`src/rtl/cutfwd_pkg.sv`:
```
// Shared types for the cut-through forwarding port.
// Assumes the flit kind is always the top two bits of a flit.
package cutfwd_pkg;

    typedef enum logic [1:0] {
        FK_HEAD = 2'b00,
        FK_BODY = 2'b01,
        FK_TAIL = 2'b10,
        FK_SOLO = 2'b11
    } flit_kind_e;

    typedef enum logic {
        PS_IDLE   = 1'b0,
        PS_ROUTED = 1'b1
    } path_state_e;

    // True for kinds that carry a destination
    function automatic logic kind_opens(flit_kind_e k);
        return (k == FK_HEAD) || (k == FK_SOLO);
    endfunction

    // True for kinds that end a message
    function automatic logic kind_closes(flit_kind_e k);
        return (k == FK_TAIL) || (k == FK_SOLO);
    endfunction

endpackage

```
`src/rtl/cutfwd_route_lookup.sv`:
```
// Destination-to-output lookup: output = dest modulo NUM_OUT.
// Assumes PORT_W bits hold any index below NUM_OUT and PORT_W <= DEST_W.
module cutfwd_route_lookup #(
    parameter int DEST_W  = 4,
    parameter int NUM_OUT = 4,
    parameter int PORT_W  = (NUM_OUT > 1) ? $clog2(NUM_OUT) : 1
) (
    input  logic [DEST_W-1:0]  dest,
    output logic [PORT_W-1:0]  port_idx,
    output logic [NUM_OUT-1:0] port_hot
);
    localparam bit IS_POW2 = (NUM_OUT & (NUM_OUT - 1)) == 0;

    generate
        if (IS_POW2) begin : g_slice
            // Power-of-two output count: modulo is a bit slice
            assign port_idx = dest[PORT_W-1:0];
        end else begin : g_mod
            // Other output counts: a true remainder
            assign port_idx = PORT_W'(dest % DEST_W'(NUM_OUT));
        end
    endgenerate

    // One-hot form of the chosen output
    for (genvar k = 0; k < NUM_OUT; k++) begin : g_hot
        assign port_hot[k] = (port_idx == PORT_W'(k));
    end
endmodule

```
`src/rtl/cutfwd_path_fsm.sv`:
```
// Path state: remembers whether a message owns an output and which one.
// Assumes 'fire' is the input handshake and 'want' is valid on head flits.
module cutfwd_path_fsm
    import cutfwd_pkg::*;
#(
    parameter int NUM_OUT = 4,
    parameter int PORT_W  = 2
) (
    input  logic               clk,
    input  logic               rst_n,
    input  logic               fire,
    input  flit_kind_e         kind,
    input  logic [PORT_W-1:0]  want,
    output path_state_e        state,
    output logic [PORT_W-1:0]  sel,
    output logic [NUM_OUT-1:0] sel_hot
);
    // Sets up the path on a head flit, tears it down on the closing flit
    always_ff @(posedge clk) begin
        if (!rst_n) begin
            state <= PS_IDLE;
            sel   <= '0;
        end else if (state == PS_IDLE) begin
            if (fire && kind == FK_HEAD) begin
                state <= PS_ROUTED;
                sel   <= want;
            end
        end else if (fire && kind_closes(kind)) begin
            state <= PS_IDLE;
        end
    end

    // One-hot form of the held output
    for (genvar k = 0; k < NUM_OUT; k++) begin : g_hot
        assign sel_hot[k] = (sel == PORT_W'(k));
    end

    // a transferred head opens the path on the looked-up output
    a_r5_open_path: assert property (@(posedge clk) disable iff (!rst_n)
        (state == PS_IDLE && fire && kind == FK_HEAD)
        |=> (state == PS_ROUTED && sel == $past(want)));

    // a transferred closing flit ends the path
    a_r7_close_path: assert property (@(posedge clk) disable iff (!rst_n)
        (state == PS_ROUTED && fire && kind_closes(kind)) |=> (state == PS_IDLE));

    // a single flit never leaves a path behind
    a_r7_solo_no_path: assert property (@(posedge clk) disable iff (!rst_n)
        (state == PS_IDLE && fire && kind == FK_SOLO) |=> (state == PS_IDLE));

    // the held output does not move in the middle of a message
    a_r6_sel_kept: assert property (@(posedge clk) disable iff (!rst_n)
        (state == PS_ROUTED && !(fire && kind_closes(kind))) |=> (state == PS_ROUTED && $stable(sel)));
endmodule

```
`src/rtl/cutfwd_out_steer.sv`:
```
// Output steering: chooses the target output, gates valid and ready.
// Assumes at most one bit of each one-hot input is set.
module cutfwd_out_steer
    import cutfwd_pkg::*;
#(
    parameter int NUM_OUT = 4
) (
    input  logic               clk,
    input  logic               rst_n,
    input  logic               in_valid,
    input  flit_kind_e         kind,
    input  path_state_e        state,
    input  logic [NUM_OUT-1:0] sel_hot,
    input  logic [NUM_OUT-1:0] look_hot,
    input  logic [NUM_OUT-1:0] held,
    input  logic [NUM_OUT-1:0] out_ready,
    output logic [NUM_OUT-1:0] out_valid,
    output logic               in_ready
);
    logic [NUM_OUT-1:0] target;
    logic               blocked;
    logic               drop;

    // Picks the target: held output, looked-up output, or none (drop)
    always_comb begin
        target  = '0;
        blocked = 1'b0;
        drop    = 1'b0;
        if (state == PS_ROUTED) begin
            target = sel_hot;
        end else if (kind_opens(kind)) begin
            target  = look_hot;
            blocked = |(look_hot & held);
        end else begin
            drop = 1'b1;
        end
    end

    // Per-output valid gating
    for (genvar k = 0; k < NUM_OUT; k++) begin : g_valid
        assign out_valid[k] = in_valid && !blocked && target[k];
    end

    // Ready follows the target output, or is forced high on a drop
    assign in_ready = drop || (!blocked && |(target & out_ready));

    // never more than one output offered
    a_r10_one_out: assert property (@(posedge clk) disable iff (!rst_n)
        $onehot0(out_valid));

    // an output transfer always pairs with an input transfer
    a_r10_no_dup: assert property (@(posedge clk) disable iff (!rst_n)
        (|(out_valid & out_ready)) |-> (in_valid && in_ready));

    // a head aimed at a held output waits
    a_r4_wait_held: assert property (@(posedge clk) disable iff (!rst_n)
        (state == PS_IDLE && in_valid && kind_opens(kind) && |(look_hot & held))
        |-> (!in_ready && out_valid == '0));

    // an open path ignores the other holders
    a_r9_held_ignored: assert property (@(posedge clk) disable iff (!rst_n)
        (state == PS_ROUTED && in_valid) |-> (out_valid == sel_hot));

    // stray middle or closing flits are swallowed
    a_r8_drop_stray: assert property (@(posedge clk) disable iff (!rst_n)
        (state == PS_IDLE && in_valid && !kind_opens(kind)) |-> (in_ready && out_valid == '0));
endmodule

```
`src/rtl/cutfwd_port.sv`:
```
// Cut-through forwarding port: one input flit stream to NUM_OUT channels.
// The opening flit picks the channel; later flits follow it unexamined.
// Assumes chan_held reflects other messages and never this port's own.
module cutfwd_port
    import cutfwd_pkg::*;
#(
    parameter int FLIT_BYTES = 4,
    parameter int NUM_OUT    = 4,
    parameter int DEST_W     = 4,
    parameter int FLIT_W     = 8 * FLIT_BYTES + 2
) (
    input  logic                      clk,
    input  logic                      rst_n,
    input  logic                      in_valid,
    output logic                      in_ready,
    input  logic [FLIT_W-1:0]         in_flit,
    output logic [NUM_OUT-1:0]        out_valid,
    input  logic [NUM_OUT-1:0]        out_ready,
    output logic [NUM_OUT*FLIT_W-1:0] out_flit,
    input  logic [NUM_OUT-1:0]        chan_held,
    output logic [NUM_OUT-1:0]        chan_claim
);
    localparam int PORT_W = (NUM_OUT > 1) ? $clog2(NUM_OUT) : 1;

    flit_kind_e         kind;
    logic [PORT_W-1:0]  look_idx;
    logic [NUM_OUT-1:0] look_hot;
    path_state_e        state;
    logic [PORT_W-1:0]  sel;
    logic [NUM_OUT-1:0] sel_hot;
    logic               fire;

    assign kind = flit_kind_e'(in_flit[FLIT_W-1 -: 2]);
    assign fire = in_valid && in_ready;

    cutfwd_route_lookup #(
        .DEST_W  (DEST_W),
        .NUM_OUT (NUM_OUT),
        .PORT_W  (PORT_W)
    ) u_lookup (
        .dest     (in_flit[DEST_W-1:0]),
        .port_idx (look_idx),
        .port_hot (look_hot)
    );

    cutfwd_path_fsm #(
        .NUM_OUT (NUM_OUT),
        .PORT_W  (PORT_W)
    ) u_fsm (
        .clk     (clk),
        .rst_n   (rst_n),
        .fire    (fire),
        .kind    (kind),
        .want    (look_idx),
        .state   (state),
        .sel     (sel),
        .sel_hot (sel_hot)
    );

    cutfwd_out_steer #(
        .NUM_OUT (NUM_OUT)
    ) u_steer (
        .clk       (clk),
        .rst_n     (rst_n),
        .in_valid  (in_valid),
        .kind      (kind),
        .state     (state),
        .sel_hot   (sel_hot),
        .look_hot  (look_hot),
        .held      (chan_held),
        .out_ready (out_ready),
        .out_valid (out_valid),
        .in_ready  (in_ready)
    );

    // Flit data fans out to every output; valid picks the live one
    for (genvar k = 0; k < NUM_OUT; k++) begin : g_data
        assign out_flit[k*FLIT_W +: FLIT_W] = in_flit;
    end

    // Claim shows the output owned by an open path
    assign chan_claim = (state == PS_ROUTED) ? sel_hot : '0;

    // reset leaves no claim
    a_r1_reset_clear: assert property (@(posedge clk)
        !rst_n |=> (chan_claim == '0));

    // an open path claims exactly one output
    a_r5_one_claim: assert property (@(posedge clk) disable iff (!rst_n)
        $onehot0(chan_claim));
endmodule

```
`config.mk`:
```
export PLATFORM = sky130hd
export DESIGN_NAME = cutfwd_port
export DESIGN_NICKNAME = d
export VERILOG_FILES = /design/src/rtl/cutfwd_pkg.sv /design/src/rtl/cutfwd_route_lookup.sv /design/src/rtl/cutfwd_path_fsm.sv /design/src/rtl/cutfwd_out_steer.sv /design/src/rtl/cutfwd_port.sv
export SDC_FILE = /design/constraint.sdc
export NUM_CORES = 1
export LEC_CHECK = 0
export BUFFER_PORTS_ARGS = -buffer_cell sky130_fd_sc_hd__clkbuf_2
export CAP_MARGIN = 20
export CORE_AREA = 3 3 72 74
export DETAILED_ROUTE_END_ITERATION = 6
export DIE_AREA = 0 0 75 77
export MAX_ROUTING_LAYER = met4
export PLACE_DENSITY_LB_ADDON = 0.08
export SLEW_MARGIN = 0
export SYNTH_ARGS = -nofsm -noshare
export SYNTH_HDL_FRONTEND = slang
export SYNTH_SLANG_ARGS = --single-unit
export TNS_END_PERCENT = 30
```
`constraint.sdc`:
```
create_clock -name clk -period 6 [get_ports clk]
set_input_delay 1.2 -clock clk [delete_from_list [all_inputs] [get_ports clk]]
set_output_delay 1.2 -clock clk [all_outputs]
set_load 0.005 [all_outputs]
```
==> results.py <==
metrics = {
    "worst_setup_path": {
        "worstSetupEndpoint": "in_ready",
        "crit_chain": "clkbuf_2 -> inv_1 -> ha_1 -> nor4b_1 -> o21ai_0 -> o2111ai_1 -> nand2_1 -> o21ai_0 -> clkbuf_2",
        "reg2reg_from": "u_fsm.state",
        "slowest_delay_ns": 0.40,
        "path_buf_inv": 3,
        "worst_setup_path_end_kind": "primary output",
        "crit_path_start": "in_flit[32]",
        "path_depth": 9,
        "path_class": "in -> out",
        "cp-start-kind": "input pin",
        "crit_required_ns": 4.80,
        "r2r_slack_ns": 4.03,
        "ff2ff_path_depth": 5,
        "crit_fanout": 8,
        "worstPathArrival_ns": 2.98,
        "r2r-end": "u_fsm.state",
        "slowest_stage": "ha_1",
        "cp_top_family": "compound AO/OA/AOI/OAI gates",
    },
    "clock_network": {
        "cts_made_buffers": 3,
        "clock_sinks": 3,
        "worstSkewPairLatency_ns": 0.21,
        "root_buffer": "clkbuf_8",
        "cts_setup_buffers": 0,
        "htreeDepth": 1,
        "cts_tree": "built",
        "cts_buffer_depth": 2,
        "ctsHoldBuffers": 0,
        "postCtsResizedCells": 0,
        "clk_pin_slew_ns": 0.03,
    },
    "global_routing": {
        "antenna_found_initial": 0,
        "grt_pass1_vias": 640,
        "grt_max_degree": 12,
        "grt_usage_pct": 7.41,
        "grt_remaining_overflow": 0,
        "grt_first_pass_wirelength_um": 3260,
    },
    "routing": {
        "vias": 628,
        "wl_per_cell_um": 14.3,
        "drtIter0Drc": 11,
        "viasPerCell": 4.13,
        "final_antenna_net_count": 0,
        "routed_wl_um": 2180,
        "route.detailed.drc": 0,
        "firstDrtPassIters": 2,
    },
    "timing": {
        "setup_tns_ns": 0,
        "worstMarginPinSlew_ns": 0.634,
        "timing.final.crit_period_ns": 4.18,
        "setup_viol_count_final": 0,
        "slew_viol_final": 0,
        "rsz0062_at_grt": "no",
        "fin_crit_sh_pct": 69.7,
        "fmax_mhz": 239,
        "finalHoldViolCount": 0,
        "slew_headroom_pct": 57.7,
        "holdWs_ns": 0.524,
        "clock_skew_ns": 0.00199,
    },
    "die": {
        "chipWidth_um": 75,
        "die_h_um": 77,
        "core-area_um2": 4660,
        "ios": 190,
        "fp-row-count": 25,
        "die_area_um2": 5780,
        "start_util_pct": 30.8,
    },
    "final_layout": {
        "final_nets": 147,
        "area_delta_synth_final_pct": -50.6,
        "n_antenna_cell": 0,
        "final_layout_size_suffix_gt1_share_pct": 44.9,
    },
    "yosys": {
        "synthTopCellsByCount": "136 x buf_4, 7 x nand2_1, 7 x nor2_1, 6 x inv_1, 6 x o21ai_0",
        "yosys-top-cells-area": "buf_4 71%, dfxtp_1 4.2%, ha_1 2.6%, o21ai_0 2.1%, nand2_1 1.8%",
        "yosys.cell_types.count": 25,
        "synth_edf_count": 0,
        "yosysTopAreaCell": "buf_4",
        "ys_ff_latch": 3,
        "syn_nets": 242,
        "synth.most_common_cell": "buf_4",
        "yosys_warnings": 0,
        "async_flop_share_pct": 0,
        "syn_area_per_cell_um2": 7.40,
        "synth-seq-area-share_pct": 4.18,
        "synthCells": 194,
        "synth_top_area_share_pct": 71.1,
        "synth_ff_type": "dfxtp_1",
        "syn_area_um2": 1440,
    },
    "min_path": {
        "hp-class": "reg -> reg",
    },
    "status": {
        "run_status": "finished, final reports clean",
    },
    "placement": {
        "hpwl_um": 1810,
        "port_buffers": 39,
        "gp_congestion": 0.701,
    },
    "power": {
        "power_density_nw_per_um2": 168,
        "ir_worst_vdd_mv": 0.0964,
        "p_leak_uw": 0.000358,
    },
    "run": {
        "cap_violations": 0,
    },
}
[power breakdown]
| part | leakage [uW] | total, uW | internal [uW] | switching, uW |
|---|---|---|---|---|
| logic | 0.000311 | 37.7 | 15.8 | 21.9 |
| registers | 0.0000243 | 23.6 | 21.3 | 2.26 |
| clock network | 0.0000228 | 57.9 | 45.2 | 12.7 |
[cells in the final DEF, fill, tap and decap left out, drive strengths merged]
master	Yosys	final
mux4	1	1
a211oi	1	1
o21ai	8	8
clkbuf	1	43
nor3b	1	1
a41oi	2	2
nor4	1	1
inv	6	6
nand2	7	7
mux2i	2	2
nor2	7	7
a221oi	1	1
nand3	4	4
o211a	1	1
a31oi	1	1
ha	3	3
and3	1	1
o2111ai	1	1
and3b	2	2
nor4b	2	2
dfxtp	3	3
[tightest hold or removal path, delay by kind of cell (launching register included)]
family          cells  cell delay [ns]
flops               1             0.34
simple gates        1             0.08
compound gates      1             0.05
[layout make-up]
cell class | count | area (um2)
flip-flops and latches | 3 | 60.1
clock buffers | 4 | 45.0
well taps | 54 | 67.6
multi-input cells | 46 | 319
fillers | 532 | 3950
inverters | 6 | 22.5
repair buffers | 39 | 195
[per-layer routing]
layer | GRT usage [%] | routed length [um] | vias up | part of all wire (%)
li1 | - | - | 292 | -
met1 | 7.98 | 883 | 267 | 41
met2 | 10.1 | 900 | 44 | 41
met3 | 3.80 | 294 | 25 | 14
met4 | 5.52 | 99 | 0 | 4.5
met5 | - | 0 | - | 0
[how the worst min path moves through the flow]
stage / from / endpoint / slack, ns / cells after the start
2_1_floorplan: u_fsm.sel[0] / u_fsm.sel[0] / 0.48 / 2
3_3_place_gp: u_fsm.sel[1] / u_fsm.sel[1] / 0.54 / 2
3_5_place_dp: u_fsm.sel[1] / u_fsm.sel[1] / 0.53 / 2
6_report: u_fsm.sel[1] / u_fsm.sel[1] / 0.52 / 2
4_1_cts: u_fsm.sel[1] / u_fsm.sel[1] / 0.54 / 2
5_1_grt: u_fsm.sel[1] / u_fsm.sel[1] / 0.58 / 2
[state kept, by name, indices dropped and copies added, names as in the netlist]
| register | flops |
|---|---|
| u_fsm.state | 1 |
| u_fsm.sel | 2 |
[per-stage QoR]
stage	instance area, um2	util (%)	total power (uW)	std cells	setup slack, ns
after floorplan	1440	-	114	194	2.34
after global placement	664	14.3	62.8	148	1.75
after detailed placement	664	14.3	62.1	148	1.84
after CTS	709	15.2	122	152	1.83
after global routing	709	15.2	130	152	1.62
final	709	15.2	119	152	1.82
[logic make-up after synthesis]
kind of cell               Yosys count  synth area share (%)
buffers and inverters              145                  73.6
and+or+nand+nor                     25                  8.89
AOI/OAI and AO/OA                   15                  7.76
muxes                                3                  2.96
adders and majority gates            3                  2.62
DFF                                  3                  4.18
Power figures use the tool's default switching activity.
